## config.mk

```make
export PLATFORM = sky130hd
export DESIGN_NAME = retaddr_unit
export DESIGN_NICKNAME = d
export VERILOG_FILES = /design/src/rtl/retaddr_pkg.sv /design/src/rtl/retaddr_adjust.sv /design/src/rtl/retaddr_lifo.sv /design/src/rtl/retaddr_unit.sv
export SDC_FILE = /design/constraint.sdc
export NUM_CORES = 1
export LEC_CHECK = 0
export ABC_AREA = 1
export ABC_CLOCK_PERIOD_IN_PS = 3250
export CORE_MARGIN = 3
export CORE_UTILIZATION = 56
export CTS_CLUSTER_DIAMETER = 30
export DETAILED_ROUTE_END_ITERATION = 16
export PLACE_DENSITY = 0.77
export SLEW_MARGIN = 5
export SYNTH_ARGS = -nofsm -noshare
export SYNTH_HDL_FRONTEND = slang
export SYNTH_HIERARCHICAL = 1
export SYNTH_SLANG_ARGS = --single-unit
```

## constraint.sdc

```tcl
create_clock -name clk -period 3.25 [get_ports clk]
set_input_delay 0.8125 -clock clk [delete_from_list [all_inputs] [get_ports clk]]
set_output_delay 0.8125 -clock clk [all_outputs]
set_load 0.02 [all_outputs]
```

## src/rtl/retaddr_pkg.sv

```systemverilog
package retaddr_pkg;
    parameter int unsigned ADDR_W    = 20;
    parameter int unsigned LIFO_DEPTH = 16;

    localparam int unsigned OFS_SHORT_CALL = 2;
    localparam int unsigned OFS_SOFT_INT   = 2;
    localparam int unsigned OFS_SUB_RET    = 2;
    localparam int unsigned OFS_INT_RET    = 6;

    typedef logic [ADDR_W-1:0] addr_t;

    typedef enum logic [2:0] {
        OP_IDLE   = 3'd0,
        OP_CALL_S = 3'd1,
        OP_CALL_L = 3'd2,
        OP_CALL_A = 3'd3,
        OP_SUBRET = 3'd4,
        OP_SWINT  = 3'd5,
        OP_HWINT  = 3'd6,
        OP_INTRET = 3'd7
    } op_e;
endpackage

```

## src/rtl/retaddr_adjust.sv

```systemverilog
module retaddr_adjust
    import retaddr_pkg::*;
(
    input  op_e   op,
    input  addr_t pc,
    input  addr_t operand,
    input  addr_t pop_val,
    output logic  push_req,
    output logic  pop_req,
    output addr_t push_val,
    output addr_t target
);
    localparam int unsigned EXT8  = ADDR_W - 8;
    localparam int unsigned EXT16 = ADDR_W - 16;

    addr_t disp8_sx;
    addr_t disp16_sx;

    always_comb begin
        disp8_sx  = {{EXT8{operand[7]}}, operand[7:0]};
        disp16_sx = {{EXT16{operand[15]}}, operand[15:0]};
        push_req  = 1'b0;
        pop_req   = 1'b0;
        push_val  = pc;
        target    = '0;
        unique case (op)
            OP_CALL_S: begin
                push_req = 1'b1;
                push_val = pc - addr_t'(OFS_SHORT_CALL);
                target   = pc + disp8_sx;
            end
            OP_CALL_L: begin
                push_req = 1'b1;
                target   = pc + disp16_sx;
            end
            OP_CALL_A: begin
                push_req = 1'b1;
                target   = operand;
            end
            OP_SWINT: begin
                push_req = 1'b1;
                push_val = pc + addr_t'(OFS_SOFT_INT);
                target   = operand;
            end
            OP_HWINT: begin
                push_req = 1'b1;
                target   = operand;
            end
            OP_SUBRET: begin
                pop_req = 1'b1;
                target  = pop_val - addr_t'(OFS_SUB_RET);
            end
            OP_INTRET: begin
                pop_req = 1'b1;
                target  = pop_val - addr_t'(OFS_INT_RET);
            end
            default: ;
        endcase
    end
endmodule

```

## src/rtl/retaddr_lifo.sv

```systemverilog
module retaddr_lifo
    import retaddr_pkg::*;
#(
    parameter int unsigned DEPTH = LIFO_DEPTH
) (
    input  logic  clk,
    input  logic  rst_n,
    input  logic  push,
    input  logic  pop,
    input  addr_t wdata,
    output addr_t top,
    output logic  empty,
    output logic  overflow,
    output logic  underflow
);
    localparam int unsigned IW  = (DEPTH > 1) ? $clog2(DEPTH) : 1;
    localparam int unsigned SPW = $clog2(DEPTH + 1);

    logic [SPW-1:0] sp_q, sp_d;
    logic [SPW-1:0] top_idx;
    logic           full;
    logic           wr_en;
    addr_t          mem_q [DEPTH];

    always_comb begin
        full      = (sp_q == SPW'(DEPTH));
        empty     = (sp_q == '0);
        overflow  = push && full;
        underflow = pop && empty;
        wr_en     = push && !full;
        sp_d      = sp_q;
        if (wr_en)
            sp_d = sp_q + 1'b1;
        else if (pop && !empty)
            sp_d = sp_q - 1'b1;
        top_idx = sp_q - 1'b1;
        top     = empty ? '0 : mem_q[top_idx[IW-1:0]];
    end

    always_ff @(posedge clk) begin
        if (!rst_n) sp_q <= '0;
        else        sp_q <= sp_d;
    end

    for (genvar g = 0; g < DEPTH; g++) begin : g_entry
        always_ff @(posedge clk) begin
            if (wr_en && sp_q == SPW'(g))
                mem_q[g] <= wdata;
        end
    end

    p_no_overflow_r11: assert property (@(posedge clk) disable iff (!rst_n)
        (push && full) |=> $stable(sp_q));
    p_push_grows_r11: assert property (@(posedge clk) disable iff (!rst_n)
        (push && !full) |=> (sp_q == $past(sp_q) + 1'b1));
    p_underflow_hold_r12: assert property (@(posedge clk) disable iff (!rst_n)
        (pop && empty) |=> (sp_q == '0));
endmodule

```

## src/rtl/retaddr_unit.sv

```systemverilog
module retaddr_unit
    import retaddr_pkg::*;
(
    input  logic        clk,
    input  logic        rst_n,
    input  logic [2:0]  cmd_op,
    input  logic [19:0] pc_in,
    input  logic [19:0] operand_in,
    output logic        redir_valid,
    output logic [19:0] redir_addr,
    output logic        stack_err
);
    typedef struct packed {
        logic  valid;
        addr_t addr;
        logic  err;
    } state_t;

    state_t s_q, s_d;
    op_e    op;
    logic   push_req, pop_req;
    addr_t  push_val, target, lifo_top;
    logic   lifo_empty, lifo_ovf, lifo_unf;

    assign op = op_e'(cmd_op);

    retaddr_adjust u_adjust (
        .op       (op),
        .pc       (pc_in),
        .operand  (operand_in),
        .pop_val  (lifo_top),
        .push_req (push_req),
        .pop_req  (pop_req),
        .push_val (push_val),
        .target   (target)
    );

    retaddr_lifo #(.DEPTH(LIFO_DEPTH)) u_lifo (
        .clk       (clk),
        .rst_n     (rst_n),
        .push      (push_req),
        .pop       (pop_req),
        .wdata     (push_val),
        .top       (lifo_top),
        .empty     (lifo_empty),
        .overflow  (lifo_ovf),
        .underflow (lifo_unf)
    );

    always_comb begin
        s_d       = s_q;
        s_d.valid = (op != OP_IDLE);
        s_d.addr  = target;
        s_d.err   = s_q.err | lifo_ovf | lifo_unf;
    end

    always_ff @(posedge clk) begin
        if (!rst_n) s_q <= '0;
        else        s_q <= s_d;
    end

    assign redir_valid = s_q.valid;
    assign redir_addr  = s_q.addr;
    assign stack_err   = s_q.err;

    p_redir_after_cmd_r9: assert property (@(posedge clk) disable iff (!rst_n)
        (cmd_op != 3'd0) |=> redir_valid);
    p_no_redir_idle_r9: assert property (@(posedge clk) disable iff (!rst_n)
        (cmd_op == 3'd0) |=> !redir_valid);
    p_err_sticky_r11: assert property (@(posedge clk) disable iff (!rst_n)
        stack_err |=> stack_err);
    p_subret_adjust_r5: assert property (@(posedge clk) disable iff (!rst_n)
        (cmd_op == 3'd4 && !lifo_empty) |=> (redir_addr == addr_t'($past(lifo_top) - 20'd2)));
    p_intret_adjust_r8: assert property (@(posedge clk) disable iff (!rst_n)
        (cmd_op == 3'd7 && !lifo_empty) |=> (redir_addr == addr_t'($past(lifo_top) - 20'd6)));
endmodule

```

Word level (Yosys, flattened, before mapping)
Memory sizes are Yosys's and may differ from the RTL's.
Cells that the tools add are included.
W data, S select, Z words.
{"block": "classes", "eq_ne": 23, "n_shift": 0, "bitwise_logic": 2, "add_sub_neg": 8, "n_mul": 0, "n_reduce_logical": 43, "div_mod_pow": 0, "n_lt_le_gt_ge": 0, "n_mux": 84}
{"operator": "$mux W20", "n": 16}
{"operator": "$reduce_or A20 Y1", "n": 15}
{"operator": "$pmux W20 S5", "n": 1}
{"operator": "$mux W4", "n": 15}
{"operator": "$mux W1", "n": 49}
{"operator": "$add A20 B20 Y20", "n": 2}
{"operator": "$eq A5 B4 Y1 const B", "n": 8}
{"operator": "$pmux W20 S2", "n": 1}
{"operator": "$sub A20 B2 Y20 const B", "n": 2}
{"operator": "$add A20 B2 Y20 const B", "n": 1}
{"operator": "$eq A5 B3 Y1 const B", "n": 4}
{"operator": "$logic_and A1 B1 Y1", "n": 20}
{"operator": "$sub A20 B3 Y20 const B", "n": 1}
{"operator": "$eq A3 B3 Y1 const B", "n": 4}
{"operator": "$eq A5 B2 Y1 const B", "n": 2}
{"operator": "$mux W5", "n": 2}
{"operator": "$eq A3 B2 Y1 const B", "n": 2}
{"operator": "$add A5 B1 Y5 const B", "n": 1}
{"operator": "$eq A5 B1 Y1 const B", "n": 1}
{"operator": "$eq A5 B5 Y1 const B", "n": 1}
{"operator": "$logic_not A5 Y1", "n": 1}
{"operator": "$reduce_or A5 Y1", "n": 1}
{"operator": "$sub A5 B1 Y5 const B", "n": 1}
{"operator": "$eq A3 B1 Y1 const B", "n": 1}
{"operator": "other kinds (6)", "n": 8}
{"block": "totals", "out_inout_bits": 22, "rom_bits": 0, "latch_bits": 0, "n_memories": 1, "mem_bits_rw": 320, "elab_cells": 165, "regBits": 27, "in_bits": 45}
{"name": "u_lifo.mem_q", "depth": 16, "word_bits": 20, "read_ports": 1, "rd_ports_with_merged_regs": 0, "wr": 1, "line": "retaddr_lifo.sv:23", "source": "addr_t mem_q [DEPTH];"}

Logic depth before layout (Yosys ltp)
{"block": "logic_depth", "word_depth": 23, "ltp_mapped": 25, "depth_no_buf": 22}

Cells and area by module
The synthesis kept the hierarchy.
{"module": "retaddr_lifo", "area_each_um2": 13437.9, "seq_area_each_um2": 9709.3, "cells_each": 1158, "n_inst": 1}
{"module": "retaddr_adjust", "area_each_um2": 3340.7, "seq_area_each_um2": 0.0, "cells_each": 669, "n_inst": 1}
{"module": "retaddr_unit", "area_each_um2": 641.9, "seq_area_each_um2": 440.4, "cells_each": 71, "n_inst": 1}

Worst setup path after synthesis
Ideal clock, no wire load.
{"block": "synth_timing", "path_type": "input to register", "start": "in cmd_op[0]", "end": "mem u_lifo/mem_q[0][9] in the netlist's numbering (data pin)", "stages": 10, "n_path_buf": 0, "setup_slack_ns": -0.152, "setup_ns": 0.330, "t_required_ns": 2.920, "t_arrival_ns": 3.072, "path_cell_list": "inv_2 -> nor2_4 -> nand2_1 -> ha_1 -> a21oi_1 -> nor2_1 -> nor2_1 -> nand2_1 -> xnor2_1 -> o21ai_0"}
{"block": "synth_between", "word_cells_on_any_way": 80, "cone_classes": "eq/ne (5); mux (45); reduce/logical (30)"}
{"item": "start: declaration", "line": "retaddr_unit.sv:6", "source": "input logic [2:0] cmd_op,"}
{"item": "$eq A3 B3 Y1 / $eq A3 B1 Y1 (equally long branches)", "line": "retaddr_adjust.sv:26", "source": "unique case (op)"}
{"item": "$pmux W20 S2 (*)", "line": "retaddr_adjust.sv:26"}
{"item": "named net push_val[9]", "line": "retaddr_unit.sv:22", "source": "addr_t push_val, target, lifo_top;"}
{"item": "$mux W20 (no source line) (14 in series)"}
{"item": "$mux W20 (no source line) (*)"}
{"item": "end: declaration", "line": "retaddr_lifo.sv:23"}
The timed path passes the listed nets; every way through them passes the cells marked *.

==> reports/qor.log <==
INFO  power_and_ir_drop totalPowerFinal=17010µW
INFO  cts            tritoncts=built
INFO  die            fp.dieW=182.4µm
INFO  routing        remaining_drc_errors=0
INFO  cts            numClockSinks=347
INFO  cts            cts_post_setup_buffers_inserted=0
INFO  worst_hold_path worst_hold_class=reg -> reg
INFO  cts            holdBufCountCts=0
INFO  flow_run       max_cap_viol_count=0
INFO  sta            layout_worst_path_cycle_share=0.9426
INFO  global_routing grt_resource_usage_total=0.3205
INFO  synthesis      synthTopCellsByArea=edfxtp_1, nand2_1, nand3_1
INFO  cts            root_buffer=clkbuf_16
INFO  worst_setup_path category_of_the_most_critical_setup_path=reg -> reg
INFO  placement      port-buffer-count=66
INFO  sta            clock.fmax=326.4MHz
INFO  die            initial_utilization=0.5785
INFO  synthesis      mappedNetlistNets=1991
INFO  worst_setup_path cp_slowest_stage_delay=350ps
INFO  power_and_ir_drop cellPowerDensity=756.6nW/µm²
INFO  sta            post-route-min-period=3063ps
INFO  die            dieHeight=182.4µm
INFO  cells_and_area fin_nets=2255
INFO  synthesis      post_synth.cell_area_avg=9.178µm²
INFO  outcome        status=completed
INFO  worst_setup_path cp_cell_sequence=inv_4, ha_4, xor2_4, buf_4, buf_4, nand3_1, nand3_1, nand2_1, nor2_1, buf_4, nor2_1, nand2_1, nor2_4, inv_1, nor2_1, nand2_1, nand2_1, o21ai_1, inv_1, nand2_1, nand2_1, inv_1
INFO  power_and_ir_drop combinationalPowerShare=0.279
INFO  worst_setup_path path_max_fanout=16
INFO  sta            timing.setup.tns=0ps
INFO  synthesis      synth.distinct_cells=43
INFO  power_and_ir_drop relative_contribution_of_sequential_cells_to_total_power=0.306
INFO  routing        detail-route-antenna-nets=0
INFO  worst_setup_path crit_path_top_delay_cell=dfxtp_4
INFO  power_and_ir_drop p_int=11550µW
INFO  die            top_level_ports=67
INFO  worst_setup_path worst-endpoint-arrival=3570ps
INFO  cts            clock_insertion_delay_worst_skew=570ps
INFO  sta            finClkSkew=20.64ps
INFO  cells_and_area syn_to_final_growth=29.06%
INFO  die            die-area=33260µm²
INFO  cts            cts_inserted_buffers=66
INFO  routing        detailed_route_vias_per_instance=5.791
INFO  placement      post-dp-hpwl=34.81mm
INFO  cells_and_area count_of_inserted_antenna_diode_cells=0
INFO  synthesis      netlist.area_leader.share=0.5516
INFO  worst_setup_path worst_setup_path_end_kind=flip-flop
INFO  power_and_ir_drop power.ir.vdd_worst=752.7µV
INFO  power_and_ir_drop power.clock.fraction=0.415
INFO  synthesis      syn_area=17420µm²
INFO  sta            maxSlewHeadroom=0.2878
INFO  routing        detailedRoute.firstIterationViolations=1713
INFO  cts            max_h_tree_level=3
INFO  routing        wl=53.65mm
INFO  cells_and_area postLayoutCoreUtil=0.7467
INFO  sta            report.final.slew_viol_count=0
INFO  cells_and_area most-common-layout-cells=nand2_1, edfxtp_1, nand3_1, buf_4, nor2_1
INFO  cts            postCtsResizedCells=0
INFO  sta            hold_slack=602.0ps
INFO  cells_and_area post_route_cells_drive_above_1_share=0.1776
INFO  global_routing grt_first_pass_wirelength=82.14mm
INFO  routing        post_drt_wl_per_cell=20.61µm
INFO  synthesis      yosys_warnings=6
INFO  global_routing pin_count_of_the_biggest_net_entering_global_routing=99
INFO  placement      gp_congestion=0.9582
INFO  cts            clkTransAtPathRegs=50ps
INFO  die            fp.coreArea=30110µm²
INFO  cts            ctsLongestPathBuffers=3
INFO  power_and_ir_drop switching_component_of_the_power=5457µW
INFO  worst_setup_path worstSetupStartpointType=flip-flop
INFO  synthesis      yosys.area.top_type=edfxtp_1
INFO  routing        route.vias.total=15070
INFO  worst_setup_path worst_ep_required=3760ps
INFO  routing        drt_first_pass_iters=6
INFO  global_routing grt_remaining_overflow=0
INFO  sta            tightestPinTransition=1065ps
INFO  power_and_ir_drop swShare=0.3208
INFO  die            num_rows=63
INFO  sta            hold_viol_final=0
INFO  synthesis      synth_cells=1898
INFO  global_routing antenna_violations_before_repair=1
INFO  worst_setup_path crit_path_frequent_cell=nand2_1
INFO  synthesis      synth_seq_area_share=0.5826
INFO  power_and_ir_drop cellLeakagePower=0.009378µW
INFO  global_routing grt_pass1_vias=15040
INFO  cells_and_area mostFrequentLayoutCell=nand2_1
INFO  synthesis      postSynthRegisterBits=347
INFO  sta            setup_viol=0
cell usage after synthesis:
cell type  instances
a21boi_0           1
a21boi_1           1
a21o_1             1
a21oi_1           65
a21oi_2           18
a22oi_1            1
and2_1             2
buf_1              5
buf_2             32
buf_4              6
buf_6              8
clkbuf_1          27
clkbuf_2           1
clkinv_1           1
dfxtp_1           27
edfxtp_1         320
fa_1               3
ha_1              45
inv_1            114
inv_2              6
inv_4              1
nand2_1          672
nand2_2            4
nand2_4            1
nand3_1          301
nand3_2            1
nand3b_1          14
nand4_1            6
nor2_1           134
nor2_2             4
nor2_4             3
nor3_1             4
nor4_1             3
o211ai_1           4
o21a_1             1
o21ai_0           32
o21ai_1            3
o21bai_1           4
o221ai_1           2
or2_2              8
xnor2_1            5
xor2_1             6
xor2_2             1
logic make-up (layout without fill, tap and decap cells):
kind of cell,count (synthesis),after routing,synth area share
AO/OA/AOI/OAI,133,133,0.04439
XOR/XNOR,12,12,0.006464
adder cells (fa/ha/maj),48,48,0.03577
buffers and inverters,201,516,0.05056
flip-flops,347,347,0.5826
AND/OR/NAND/NOR,1157,1157,0.2802
registers in the layout, summed over array words and instances, names as in the netlist:
name	cells
redir_addr	20
redir_valid	1
stack_err	1
u_lifo/mem_q	320
u_lifo/sp_q	5
final cells by class:
cell class / count / area, µm²
Inverter: 122 / 465.4
Tap cell: 390 / 488.0
Clock buffer: 71 / 1692
Multi-Input combinational cell: 1350 / 6513
Timing Repair Buffer: 275 / 2545
Fill cell: 2058 / 7629
Clock inverter: 48 / 621.8
Sequential cell: 347 / 10160
metrics by stage:
step                      worst slack, ps  instances  area (µm²)
after global routing               -7.248       2603       22480
after CTS                           10.73       2602       22370
after floorplan                     8.506       1898       17430
final                               186.5       2603       22480
after detailed placement           -231.4       2483       20050
after global placement             -278.3       2483       20050
path summary, 6_finish.rpt:
kind / start / end / slack, ps / cells after the start
worst min-delay path: stack_err$_SDFF_PN0_ / stack_err$_SDFF_PN0_ / 600 / 2
worst max-delay path: u_lifo/sp_q[0]$_SDFFE_PN0P_ / redir_addr[16]$_SDFF_PN0_ / 190 / 22
worst max register to register: u_lifo/sp_q[0]$_SDFFE_PN0P_ / redir_addr[16]$_SDFF_PN0_ / 190 / 22
worst min register to register: stack_err$_SDFF_PN0_ / stack_err$_SDFF_PN0_ / 600 / 2
critical path, delay by kind of cell (launching register included):
kind | cells | cell delay [ps]
AO/OA/AOI/OAI | 1 | 120
XOR/XNOR | 1 | 300
AND/OR/NAND/NOR | 12 | 970
adder cells (fa/ha/maj) | 1 | 230
buffers and inverters | 7 | 1020
flip-flops | 1 | 350
per-layer routing:
| metal | up-vias | wire length (µm) | track usage |
|---|---|---|---|
| met5 | - | 12 | 0 |
| met4 | 2 | 2380 | 0.1481 |
| met3 | 203 | 4975 | 0.05900 |
| met2 | 862 | 25600 | 0.5255 |
| met1 | 7049 | 20680 | 0.4177 |
| li1 | 6957 | - | - |
power by group through the flow:
stage               clock network [µW]  logic (µW)  registers, µW
finish                            7060        4740           5210
global route                      7320        5110           5220
CTS                               7120        4540           5210
detailed placement                   0        4470           5290
global placement                     0        4390           5280
floorplan                            0        2550           5330
Power figures use the tool's default switching activity.
